## src/rtl/irq_seq_pkg.sv

```systemverilog
// Package: shared state encoding for the interrupt vector sequencer.
// Assumes nothing beyond being compiled before the modules that import it.
package irq_seq_pkg;

    // Sequencer phases: waiting, acknowledging, mandatory rest after release.
    typedef enum logic [1:0] {
        ST_IDLE = 2'd0,
        ST_ACK  = 2'd1,
        ST_REST = 2'd2
    } seq_state_t;

endpackage

```

## src/rtl/irq_accept_gate.sv

```systemverilog
// Module: irq_accept_gate
// Decides whether an arbitrated request is strong enough to be taken.
// A request qualifies only if its priority strictly exceeds the current
// execution priority. Assumes both priorities use the same unsigned code.
module irq_accept_gate #(
    parameter int PRIO_W = 3
) (
    input  logic              req,
    input  logic [PRIO_W-1:0] req_prio,
    input  logic [PRIO_W-1:0] run_prio,
    output logic              take
);

    // Strict greater-than comparison gated by the request line.
    always_comb begin
        take = req && (req_prio > run_prio);
    end

endmodule

```

## src/rtl/irq_ack_timer.sv

```systemverilog
// Module: irq_ack_timer
// Counts cycles spent acknowledging and flags the last one of the window.
// Assumes 'run' is high for a contiguous stretch; the count restarts at zero
// whenever 'run' is low. WINDOW must be at least 1.
module irq_ack_timer #(
    parameter int WINDOW = 16
) (
    input  logic clk,
    input  logic rst_n,
    input  logic run,
    output logic last
);

    localparam int CNT_W = (WINDOW > 1) ? $clog2(WINDOW) : 1;
    localparam logic [CNT_W-1:0] LAST_VAL = CNT_W'(WINDOW - 1);

    logic [CNT_W-1:0] cnt;

    // Advance while acknowledging, otherwise hold at zero.
    always_ff @(posedge clk) begin
        if (!rst_n) begin
            cnt <= '0;
        end else if (run && (cnt != LAST_VAL)) begin
            cnt <= cnt + 1'b1;
        end else begin
            cnt <= '0;
        end
    end

    // Flag the final cycle of the acknowledge window.
    always_comb begin
        last = run && (cnt == LAST_VAL);
    end

endmodule

```

## src/rtl/irq_vec_addr.sv

```systemverilog
// Module: irq_vec_addr
// Forms the handler entry address from a vector: table base plus four bytes
// per entry. Assumes ADDR_W is wide enough to hold a shifted vector; the sum
// wraps modulo 2^ADDR_W.
module irq_vec_addr #(
    parameter int              VEC_W      = 8,
    parameter int              ADDR_W     = 32,
    parameter logic [ADDR_W-1:0] TABLE_BASE = '0
) (
    input  logic [VEC_W-1:0]  vec,
    output logic [ADDR_W-1:0] addr
);

    localparam int ENTRY_SHIFT = 2;

    // Scale the vector to a word offset and add the table base.
    always_comb begin
        addr = TABLE_BASE + (ADDR_W'(vec) << ENTRY_SHIFT);
    end

endmodule

```

## src/rtl/irq_vector_seq.sv

```systemverilog
// Module: irq_vector_seq (top)
// Accepts a priority-qualified interrupt request, acknowledges it, waits up
// to TIMEOUT cycles for a vector and then issues either a handler call with
// the table address or a bus error. Assumes arbitration among devices is done
// upstream and that vec_bus is stable whenever vec_valid is high.
module irq_vector_seq #(
    parameter int                PRIO_W     = 3,
    parameter int                VEC_W      = 8,
    parameter int                ADDR_W     = 32,
    parameter int                TIMEOUT    = 16,
    parameter logic [ADDR_W-1:0] TABLE_BASE = 32'h0000_1000
) (
    input  logic              clk,
    input  logic              rst_n,
    input  logic              irq_req,
    input  logic [PRIO_W-1:0] irq_prio,
    input  logic [PRIO_W-1:0] cur_prio,
    input  logic [VEC_W-1:0]  vec_bus,
    input  logic              vec_valid,
    output logic              irq_ack,
    output logic              call_strobe,
    output logic [ADDR_W-1:0] call_addr,
    output logic              bus_err
);

    import irq_seq_pkg::*;

    seq_state_t        state, state_nx;
    logic              take;
    logic              window_last;
    logic              in_ack;
    logic [ADDR_W-1:0] entry_addr;

    assign in_ack = (state == ST_ACK);

    irq_accept_gate #(
        .PRIO_W (PRIO_W)
    ) u_gate (
        .req      (irq_req),
        .req_prio (irq_prio),
        .run_prio (cur_prio),
        .take     (take)
    );

    irq_ack_timer #(
        .WINDOW (TIMEOUT)
    ) u_timer (
        .clk   (clk),
        .rst_n (rst_n),
        .run   (in_ack),
        .last  (window_last)
    );

    irq_vec_addr #(
        .VEC_W      (VEC_W),
        .ADDR_W     (ADDR_W),
        .TABLE_BASE (TABLE_BASE)
    ) u_addr (
        .vec  (vec_bus),
        .addr (entry_addr)
    );

    // Next-phase selection: vector wins over timeout on the final cycle.
    always_comb begin
        state_nx = state;
        unique case (state)
            ST_IDLE: if (take) state_nx = ST_ACK;
            ST_ACK:  if (vec_valid || window_last) state_nx = ST_REST;
            ST_REST: state_nx = ST_IDLE;
            default: state_nx = ST_IDLE;
        endcase
    end

    // Phase register.
    always_ff @(posedge clk) begin
        if (!rst_n) state <= ST_IDLE;
        else        state <= state_nx;
    end

    // Result strobes and captured handler address.
    always_ff @(posedge clk) begin
        if (!rst_n) begin
            call_strobe <= 1'b0;
            bus_err     <= 1'b0;
            call_addr   <= '0;
        end else begin
            call_strobe <= in_ack && vec_valid;
            bus_err     <= in_ack && !vec_valid && window_last;
            if (in_ack && vec_valid) call_addr <= entry_addr;
        end
    end

    // Acknowledge is a direct decode of the phase register.
    always_comb begin
        irq_ack = in_ack;
    end

endmodule

```

## config.mk

```make
export PLATFORM = sky130hd
export DESIGN_NAME = irq_vector_seq
export DESIGN_NICKNAME = d
export VERILOG_FILES = /design/src/rtl/irq_seq_pkg.sv /design/src/rtl/irq_accept_gate.sv /design/src/rtl/irq_ack_timer.sv /design/src/rtl/irq_vec_addr.sv /design/src/rtl/irq_vector_seq.sv
export SDC_FILE = /design/constraint.sdc
export NUM_CORES = 1
export LEC_CHECK = 0
export CORE_ASPECT_RATIO = 1.1
export CORE_MARGIN = 5
export CORE_UTILIZATION = 57
export DETAILED_ROUTE_END_ITERATION = 8
export DONT_BUFFER_PORTS = 1
export GPL_ROUTABILITY_DRIVEN = 1
export PLACE_DENSITY_LB_ADDON = 0.12
export SYNTH_ARGS = -nofsm -noshare
export SYNTH_HDL_FRONTEND = slang
export SYNTH_SLANG_ARGS = --single-unit
```

## constraint.sdc

```tcl
create_clock -name clk -period 1.38 [get_ports clk]
set_input_delay 0.207 -clock clk [delete_from_list [all_inputs] [get_ports clk]]
set_output_delay 0.207 -clock clk [all_outputs]
set_load 0.01 [all_outputs]
```

==> impl_results.md, run 1 <==
* Status: complete, no violations
* R2R Setup Slk at 0.29 ns
* Area post-placement at 797 um2
* Skew-Pair Late Insertion Delay at 0.28 ns
* Setup crit start: state[1]
* Cell Int Power at 648 uW
* Flops & latches, synth at 17
* Number of global-route vias before repair at between 400 and 500
* Hold Path End: state[0]
* Antenna Nets Post-Route at 0
* CP Launch Type: register
* CTS sink count at 17
* # rows at 14
* Drc violations at 0
* Setup Viol. Count Final at 0
* CTS tree: built
* Crit Path Max Fanout at 4
* Unrepaired setup endpoints after global routing: false
* Area grow syn2layout at -4.58%
* Cells after Synth at 94
* CP max stage cell: dfxtp_1
* Filler cell count at 138
* Layout cells sized above 1 at 7.22%
* First-pass GRT wire length at 2.06 mm
* Fin crit period at between 1 and 1.5 ns
* Crit path cell chain: and2b_2
* Grt total ovfl at 0
* Largest net degree at the start of global routing at 14
* Clock power share at 29.3%
* Non-Filler Instances at between 100 and 150
* Sw Ratio at around 26%
* FF-to-FF End: state[0]
* Setup bufs post-CTS at 0
* Hold path depth at 1
* CP Depth at 1
* Critical R2R Launch: u_timer.cnt[0]
* Clock transition at path regs at ~0.10 ns
* Final WS setup at 0.277 ns
* Sequential power share at 59.7%
* Hold WS at between 0.02 and 0.025 ns
* Die area at around 2400 um2
* Cell accounting for the most synthesized area: dfxtp_1
* CP peak stage delay at about 0.35 ns
* CTS Hold Bufs at 1
* Yosys warning total at 0
* Worst setup EP type: output pin
* Synth Area per Inst at between 9 and 10 um2
* WL/cell at approximately 12 um
* Post-Place Cells at roughly 110
* Final instance area at around 830 um2
* Required @ worst endpoint at about 1.2 ns
* Synth top area cells: dfxtp_1, buf_4, mux2i_1, ha_1, nor2b_1
* Vias at ~500
* R2R cell count at 4
* Bufs and invs on worst path at 0
* Initial antenna violation count at 0
* Psw at roughly 220 uW
* Final hold violation count at 0
* I/O pins at 53
* Place WS at ~0.29 ns
* Crit Path Class: register to output pin
* PwrDens at ~1000 nW/um2
* Post-synthesis sequential area ratio at between 30 and 40%
* DRT iter0 DRCs at 10
* Worst Hold Launch: vec_valid
* Final nets at 120
* Pins over their slew limit at 0
* Max Root-Sink Buffers at 2
* Synthesized area at about 870 um2
* Initial core utilization at 61.6%
* Synth top area share at around two fifths
* FMAX at just over 0.9 GHz
* Routability cong. at 0.704
* Max cap viols at 0
* CTS resizes at 0
* DR pass1 iterations at 4
* Vias per inst at ~4.5
* Total CTS buffers at 3
* Min-delay worst type: input pin to register
* Core area at 1420 um2
* Port Buffers at 0
* Maximum VDD drop at slightly below 0.0007 V
* Total track usage at between 10 and 15%
* Diodes inserted at 0
* Clk_skew at 0.00201 ns
* Final WL at roughly 1.4 mm
* Die Height at approximately 50 um
* Combinational Power Share at between 10% and 20%
* Clk root buf: clkbuf_4
* H-tree levels at 1
* Leak Pwr at between 0.0004 and 0.0005 uW
* Final period utilization at between 70% and 80%
* CP arrival at 0.90 ns
* Library cells used by synthesis at 24
* Detail Placement HPWL at between 1 and 1.5 mm
* Die width at ~47 um
* Top delay family on crit path: flip-flops
* Setup TNS at 0 ns
layout make-up:
cell class | instances | area [um2] | area share, %
Inverter | 7 | 26.3 | 3.15
Timing Repair Buffer | 2 | 17.5 | 2.10
Clock buffer | 3 | 22.5 | 2.70
Multi-Input combinational cell | 67 | 403 | 48.3
Clock inverter | 1 | 5.00 | 0.600
Sequential cell | 17 | 340 | 40.8
Tap cell | 16 | 20.0 | 2.40
layout by cell type, fill, tap and decap left out, drive strengths merged:
| cell type | Yosys | routed |
|---|---|---|
| a21boi | 1 | 1 |
| a21oi | 4 | 4 |
| and2b | 1 | 1 |
| and3 | 1 | 1 |
| buf | 24 | 1 |
| clkbuf | 1 | 3 |
| clkinv | 0 | 1 |
| conb | 1 | 23 |
| dfxtp | 17 | 17 |
| dlygate4sd3 | 0 | 1 |
| ha | 4 | 4 |
| inv | 7 | 7 |
| mux2i | 8 | 8 |
| nand2 | 2 | 2 |
| nand3 | 3 | 3 |
| nand3b | 1 | 1 |
| nand4 | 1 | 1 |
| nand4b | 1 | 1 |
| nor2 | 4 | 4 |
| nor2b | 8 | 8 |
| nor3 | 1 | 1 |
| o21a | 1 | 1 |
| o21ai | 1 | 1 |
| o22ai | 1 | 1 |
| xnor2 | 1 | 1 |
cell usage after synthesis:
| library cell | n |
|---|---|
| buf_4 | 23 |
| dfxtp_1 | 17 |
| mux2i_1 | 8 |
| nor2b_1 | 8 |
| inv_1 | 7 |
| a21oi_1 | 4 |
| ha_1 | 4 |
| nor2_1 | 4 |
| nand3_1 | 3 |
| nand2_1 | 2 |
| a21boi_0 | 1 |
| and2b_2 | 1 |
| and3_2 | 1 |
| buf_6 | 1 |
| clkbuf_1 | 1 |
| conb_1 | 1 |
| nand3b_1 | 1 |
| nand4_1 | 1 |
| nand4b_1 | 1 |
| nor3_1 | 1 |
| o21a_1 | 1 |
| o21ai_0 | 1 |
| o22ai_1 | 1 |
| xnor2_1 | 1 |
per-layer routing:
metal	global-route usage [%]	routed length, um
met1	12.2	466
met2	20.8	723
met3	4.56	193
met4	5.53	10
met5	0	0
through the flow:
stage          utilization [%]  total power, uW
2_1_floorplan                -              663
6_report                  58.8              869
3_5_place_dp              56.2              623
3_3_place_gp              56.2              620
4_1_cts                   58.8              886
5_1_grt                   58.8              935
power groups by stage:
| stage | sequential (uW) | clock (uW) | combinational (uW) |
|---|---|---|---|
| floorplan | 528 | 0 | 135 |
| global placement | 531 | 0 | 89.7 |
| detailed placement | 531 | 0 | 91.7 |
| CTS | 519 | 272 | 94.5 |
| global route | 522 | 303 | 110 |
| finish | 519 | 255 | 95.8 |
logic make-up after synthesis:
family	count (synthesis)	share of synthesized area (%)
and+or+nand+nor	23	15.0
DFF	17	38.9
adders and majority gates	4	5.72
other	1	0.429
AOI/OAI and AO/OA	8	5.29
muxes	8	9.16
buffers and inverters	32	24.5
xor gates and xnor gates	1	1.00
registers in the layout (all words and copies together) (netlist names):
| name | cells |
|---|---|
| state | 2 |
| u_timer.cnt | 4 |
| bus_err | 1 |
| call_addr | 9 |
| call_strobe | 1 |
worst max path at each step:
stage	end	slack, ns
CTS	irq_ack	0.27
finish	irq_ack	0.28
detailed placement	state[0]	0.29
floorplan	state[0]	0.40
global route	state[0]	0.18
global placement	state[0]	0.31
Note: power is estimated with default switching activity, not from simulation.
==> run 2, diff against run 1 <==
==> constraint.sdc (replaced) <==
create_clock -name clk -period 1.1 [get_ports clk]
set_input_delay 0.165 -clock clk [delete_from_list [all_inputs] [get_ports clk]]
set_output_delay 0.165 -clock clk [all_outputs]
set_load 0.01 [all_outputs]
==> impl_results.md, run 2 (synthesized netlist as in run 1, its figures left out) <==
* Status: complete, no violations
* Final hold violation count at 0 (unchanged)
* Clock power share at 29.0% (-0.3 points)
* Sw Ratio at 25.7% (+0.20 points)
* Core area at 1420 um2 (unchanged)
* Required @ worst endpoint at 0.94 ns (-0.23 ns)
* Cell Int Power at 822 uW (+27%)
* Max Root-Sink Buffers at 2 (unchanged)
* Clock transition at path regs at 0.10 ns (about the same)
* Largest Register: call_addr
* Most frequent cells in the layout: conb_1, dfxtp_1, mux2i_1, nor2b_1, inv_1
* Clk root buf: clkbuf_4
* Largest net degree at the start of global routing at 11 (-3)
* Maximum VDD drop at 0.000772 V (+13%)
* Antenna Nets Post-Route at 0 (unchanged)
* Detail Placement HPWL at 1.15 mm (+1.6%)
* Routability cong. at 0.793 (+13%)
* H-tree levels at 1 (unchanged)
* Max FFs per register at 9 (unchanged)
* Die width at 47.4 um (unchanged)
* Hold path depth at 1 (unchanged)
* Filler cell count at 138 (unchanged)
* PwrDens at 1260 nW/um2 (+21%)
* Final nets at 122 (+1.7%)
* Combinational Power Share at 12.3% (+1.3 points)
* CP max stage cell: dfxtp_2
* Area post-placement at 817 um2 (+2.5%)
* Final period utilization at 95.6%
* DR pass1 iterations at 4 (unchanged)
* Final WS setup at 0.0485 ns (-0.229 ns)
* Hold WS at 0.00986 ns (-0.0149 ns)
* Setup bufs post-CTS at 0 (unchanged)
* Pins over their slew limit at 0 (unchanged)
* Number of global-route vias before repair at 506 (+2.6%)
* Initial antenna violation count at 0 (unchanged)
* Skew-Pair Late Insertion Delay at 0.29 ns (about the same)
* Die Height at 51.1 um (unchanged)
* Vias at 524 (+1.9%)
* CP Depth at 1 (unchanged)
* CTS sink count at 17 (unchanged)
* Worst Hold Launch: rst_n
* CP Launch Type: register
* Total track usage at 11.6% (-0.41 points)
* Crit Path Class: register to output pin
* Setup Viol. Count Final at 0 (unchanged)
* Max cap viols at 0 (unchanged)
* I/O pins at 53 (unchanged)
* Area grow syn2layout at 0.143%
* Die area at 2420 um2 (unchanged)
* Final instance area at 876 um2 (+4.9%)
* CTS tree: built
* Place WS at 0.0450 ns (-0.244 ns)
* WL/cell at 12.8 um (+3.4%)
* Psw at 285 uW (+28%)
* Clk_skew at 0.00728 ns (+0.00528 ns)
* Crit Path Max Fanout at 4 (unchanged)
* Layout cells sized above 1 at 11.1% (+3.9 points)
* CP peak stage delay at 0.33 ns (-0.02 ns)
* First-pass GRT wire length at 2.02 mm (-2.0%)
* # rows at 14 (unchanged)
* Top delay family on crit path: flip-flops
* Bufs and invs on worst path at 0 (unchanged)
* Fin crit period at 1.05 ns
* FMAX at about 0.95 GHz
* Setup crit start: state[1]
* Critical R2R Launch: u_timer.cnt[1]
* Final WL at 1.47 mm (+5.2%)
* Worst setup EP type: output pin
* Drc violations at 0 (unchanged)
* Total CTS buffers at 3 (unchanged)
* Port Buffers at 0 (unchanged)
* Diodes inserted at 0 (unchanged)
* Leak Pwr at 0.000433 uW (+4.1%)
* Grt total ovfl at 0 (unchanged)
* Min-delay worst type: input pin to register
* CP arrival at 0.89 ns (about the same)
* Sequential power share at 58.7% (-1.0 points)
* Crit path cell chain: and2b_2
* Commonest non-fill, non-tap cell in the layout: conb_1
* Vias per inst at 4.56 (+0.17%)
* Top flop regs: call_addr x9, u_timer.cnt x4, state x2
* DRT iter0 DRCs at 5 (-5)
* Initial core utilization at 61.6% (unchanged)
* R2R cell count at 4 (unchanged)
==> run 2: cell type report <==
cell class / instances / area (um2) / area share [%]
Inverter: 7 / 26.3 / 3.00
Multi-Input combinational cell: 67 / 413 / 47.1
Sequential cell: 17 / 342 / 39.0
Clock buffer: 3 / 22.5 / 2.57
Tap cell: 16 / 20.0 / 2.29
Clock inverter: 1 / 5.00 / 0.571
Timing Repair Buffer: 4 / 47.5 / 5.43
==> run 2: per-stage QoR <==
stage / setup TNS (ns) / std cells / util (%) / power [uW]
floorplan: 0 / 116 / - / 832
global placement: 0 / 109 / 57.6 / 786
detailed placement: 0 / 109 / 57.6 / 789
CTS: 0 / 115 / 60.9 / 1120
global route: -0.0160 / 115 / 61.7 / 1170
finish: 0 / 115 / 61.7 / 1110
==> run 2: power by group through the flow <==
stage                     registers (uW)  logic (uW)  clock network [uW]
after global routing                 653         153                 360
after global placement               665         121                   0
final                                650         136                 321
after CTS                            651         133                 338
after floorplan                      662         169                   0
after detailed placement             665         124                   0
==> run 2: what timing repair did <==
action	in CTS	in global routing
endpoints found under the setup margin	0	4
gates resized for setup	0	3
endpoints found under the hold margin	9	0
hold buffers	2	0
==> run 2: path summary, 6_finish.rpt <==
path	slack [ns]	end
worst max register to register	0.07	state[0]
worst min-delay path	0.01	call_addr[6]
worst min register to register	0.51	call_addr[12]
worst max-delay path	0.05	irq_ack
==> run 2: layer usage <==
| metal | global-route usage [%] | vias to the layer above | wire [um] |
|---|---|---|---|
| met5 | 0 | - | 0 |
| met4 | 1.38 | 0 | 0 |
| met3 | 7.72 | 0 | 205 |
| met2 | 20.3 | 26 | 766 |
| met1 | 11.3 | 230 | 495 |
| li1 | - | 268 | - |
==> run 3, diff against run 2 <==
--- a/config.mk
+++ b/config.mk
@@ -5,13 +5,15 @@
 export SDC_FILE = /design/constraint.sdc
 export NUM_CORES = 1
 export LEC_CHECK = 0
+export ABC_AREA = 1
 export CORE_ASPECT_RATIO = 1.1
 export CORE_MARGIN = 5
-export CORE_UTILIZATION = 57
+export CORE_UTILIZATION = 50
 export DETAILED_ROUTE_END_ITERATION = 8
 export DONT_BUFFER_PORTS = 1
 export GPL_ROUTABILITY_DRIVEN = 1
 export PLACE_DENSITY_LB_ADDON = 0.12
+export REMOVE_ABC_BUFFERS = 1
 export SYNTH_ARGS = -nofsm -noshare
 export SYNTH_HDL_FRONTEND = slang
 export SYNTH_SLANG_ARGS = --single-unit
==> impl_results.md, run 3 <==
* Top flop regs: call_addr x9, u_timer.cnt x4, state x2
* R2R Setup Slk at 0.11 ns (+0.04 ns)
* Flops & latches, synth at 17 (unchanged)
* Maximum VDD drop at 0.000553 V (-28%)
* Hold Path End: u_timer.cnt[0]
* Library cells used by synthesis at 16 (-33%)
* Fin crit period at 1.04 ns (-0.0164 ns)
* Clk root buf: clkbuf_4
* Clock transition at path regs at 0.10 ns (about the same)
* Critical R2R Launch: u_timer.cnt[0]
* Synth top area cells: dfxtp_1, buf_4, nand3_1, nand2_1, a21oi_1
* Min-delay worst type: input pin to register
* Hold path depth at 2 (+1)
* Most frequent cells in the layout: conb_1, nand2_1, dfxtp_1, nand3_1
* Post-synth EDFFs at 0 (unchanged)
* PwrDens at 1280 nW/um2 (+1.2%)
* Status: complete, no violations
* Synth Area per Inst at 7.78 um2 (-16%)
* Max Root-Sink Buffers at 2 (unchanged)
* Die area at 2720 um2 (+12%)
* R2R cell count at 6 (+2)
* Total track usage at 11.1% (-0.47 points)
* Area grow syn2layout at 0.423%
* First-pass GRT wire length at 2.23 mm (+10%)
* CP arrival at 0.87 ns (-0.02 ns)
* Crit Path Class: register to output pin
* Final period utilization at 94.1% (-1.5 points)
* Most numerous cell in the Yosys netlist: buf_4
* # rows at 16 (+2)
* Number of global-route vias before repair at 528 (+4.3%)
* Synth top area share at 38.4% (-0.55 points)
* Yosys warning total at 0 (unchanged)
* Routability cong. at 0.778 (-1.9%)
* Worst Hold Launch: rst_n
* Die width at 50.2 um (+5.9%)
* FMAX at 0.966 GHz (+1.6%)
* Cells after Synth at 114 (+21%)
* Vias per inst at 4.53 (-0.68%)
* Skew-Pair Late Insertion Delay at 0.29 ns (about the same)
* Layout cells sized above 1 at 11.8% (+0.65 points)
* Most frequent cells after synthesis: buf_4, dfxtp_1, nand2_1
* Diodes inserted at 0 (unchanged)
* Max FFs per register at 9 (unchanged)
* Unrepaired setup endpoints after global routing: true
* Setup Viol. Count Final at 0 (unchanged)
* Detail Placement HPWL at 1.22 mm (+6.0%)
* DR pass1 iterations at 3 (-1)
* Final nets at 142 (+16%)
* Ys async rst share at 0% (unchanged)
* Initial antenna violation count at 0 (unchanged)
* Grt total ovfl at 0 (unchanged)
* H-tree levels at 1 (unchanged)
* Port Buffers at 0 (unchanged)
* Clk_skew at 0.000571 ns (-0.00671 ns)
* Worst setup EP type: output pin
* Total power at 1140 uW (+2.9%)
* Pins over their slew limit at 0 (unchanged)
* Drc violations at 0 (unchanged)
* Antenna Nets Post-Route at 0 (unchanged)
* Max cap viols at 0 (unchanged)
* Largest net degree at the start of global routing at 12 (+1)
* Final hold violation count at 0 (unchanged)
* Synth Flop Type: dfxtp_1
* Post-synthesis sequential area ratio at 38.4% (-0.55 points)
* I/O pins at 53 (unchanged)
* Core area at 1740 um2 (+23%)
* Cell accounting for the most synthesized area: dfxtp_1
* Largest Register: call_addr
* CP Launch Type: register
* Vias at 620 (+18%)
* Crit Path Max Fanout at 2 (-2)
* Synthesized area at 887 um2 (+1.4%)
* CTS tree: built
* Required @ worst endpoint at 0.94 ns (about the same)
* Die Height at 54.2 um (+6.0%)
* Commonest non-fill, non-tap cell in the layout: conb_1
* Leak Pwr at 0.000417 uW (-3.7%)
* Initial core utilization at 50.9% (-11 points)
* Total CTS buffers at 3 (unchanged)
* WL/cell at 11.3 um (-11%)
* Hold WS at 0.0128 ns (+0.00296 ns)
* Final WL at 1.55 mm (+5.5%)
* CTS sink count at 17 (unchanged)
* FF-to-FF End: u_timer.cnt[3]
* DRT iter0 DRCs at 4 (-1)
[run 3: cell count changes after synthesis, moves of 4 or more]
cell / previous run / this run
nand3_1: 3 / 14
a21oi_1: 4 / 10
nor2b_1: 8 / 0
inv_1: 7 / 11
mux2i_1: 8 / 0
nand2_1: 2 / 16
nor2_1: 4 / 10
[run 3: cell type report]
cell class | instances | area, um2
repair buffers | 5 | 51.3
clock buffers | 4 | 26.3
well taps | 18 | 22.5
multi-input cells | 82 | 407
inverters | 11 | 41.3
fillers | 182 | 851
flip-flops and latches | 17 | 343
[run 3: worst max-delay path, cell delays in order (launching register included)]
cell and delay, ns:
dfxtp_2 0.34, inv_2 0.04, nor2_4 0.09, buf_6 0.11
[run 3: per-layer routing]
layer / part of all wire (%) / GRT usage, % / routed length (um)
met1: 41 / 12.8 / 632
met2: 45 / 17.2 / 696
met5: 0 / 0 / 0
met4: 1.2 / 7.86 / 19
met3: 13 / 3.88 / 198
[run 3: stage by stage]
| step | cell area [um2] | setup TNS (ns) | utilization, % | setup slack (ns) | std cells |
|---|---|---|---|---|---|
| detailed placement | 818 | 0 | 47.0 | 0.0392 | 131 |
| global route | 891 | -0.00407 | 51.1 | -0.00407 | 137 |
| CTS | 862 | 0 | 49.5 | 0.00643 | 137 |
| global placement | 818 | 0 | 47.0 | 0.0744 | 131 |
| floorplan | 773 | 0 | - | 0.0745 | 110 |
| finish | 891 | 0 | 51.1 | 0.0649 | 137 |
[run 3: worst max-delay path by stage]
stage | from | end | cells after the start
finish | state[0] | irq_ack | 3
detailed placement | u_timer.cnt[0] | u_timer.cnt[3] | 6
CTS | state[0] | irq_ack | 3
global route | state[0] | irq_ack | 3
floorplan | state[0] | call_addr[2] | 5
global placement | u_timer.cnt[0] | u_timer.cnt[3] | 6
[run 3: what timing repair did]
action,4_1_cts,5_1_grt
hold endpoints to repair,2,0
pin swaps,1,5
setup buffers,1,0
gates cloned,0,0
resized for setup,0,9
setup endpoints to repair,1,15
hold buffers,1,0
[run 3: cells by family (layout without fill, tap and decap cells)]
logic type,count (synthesis),after routing,synth area share (%)
compound gates,12,12,6.91
xor+xnor,1,1,0.987
fa+ha+maj,4,4,5.64
buf+inv,37,20,26.8
flops,17,17,38.4
other cells,1,23,0.423
simple gates,42,42,20.9
[run 3: report_power, final]
| part | switching, uW | internal [uW] | leakage, uW |
|---|---|---|---|
| clock network | 194 | 141 | 0.0000150 |
| logic | 99.5 | 53.5 | 0.000264 |
| registers | 17.5 | 634 | 0.000138 |
| total | 311 | 829 | 0.000417 |
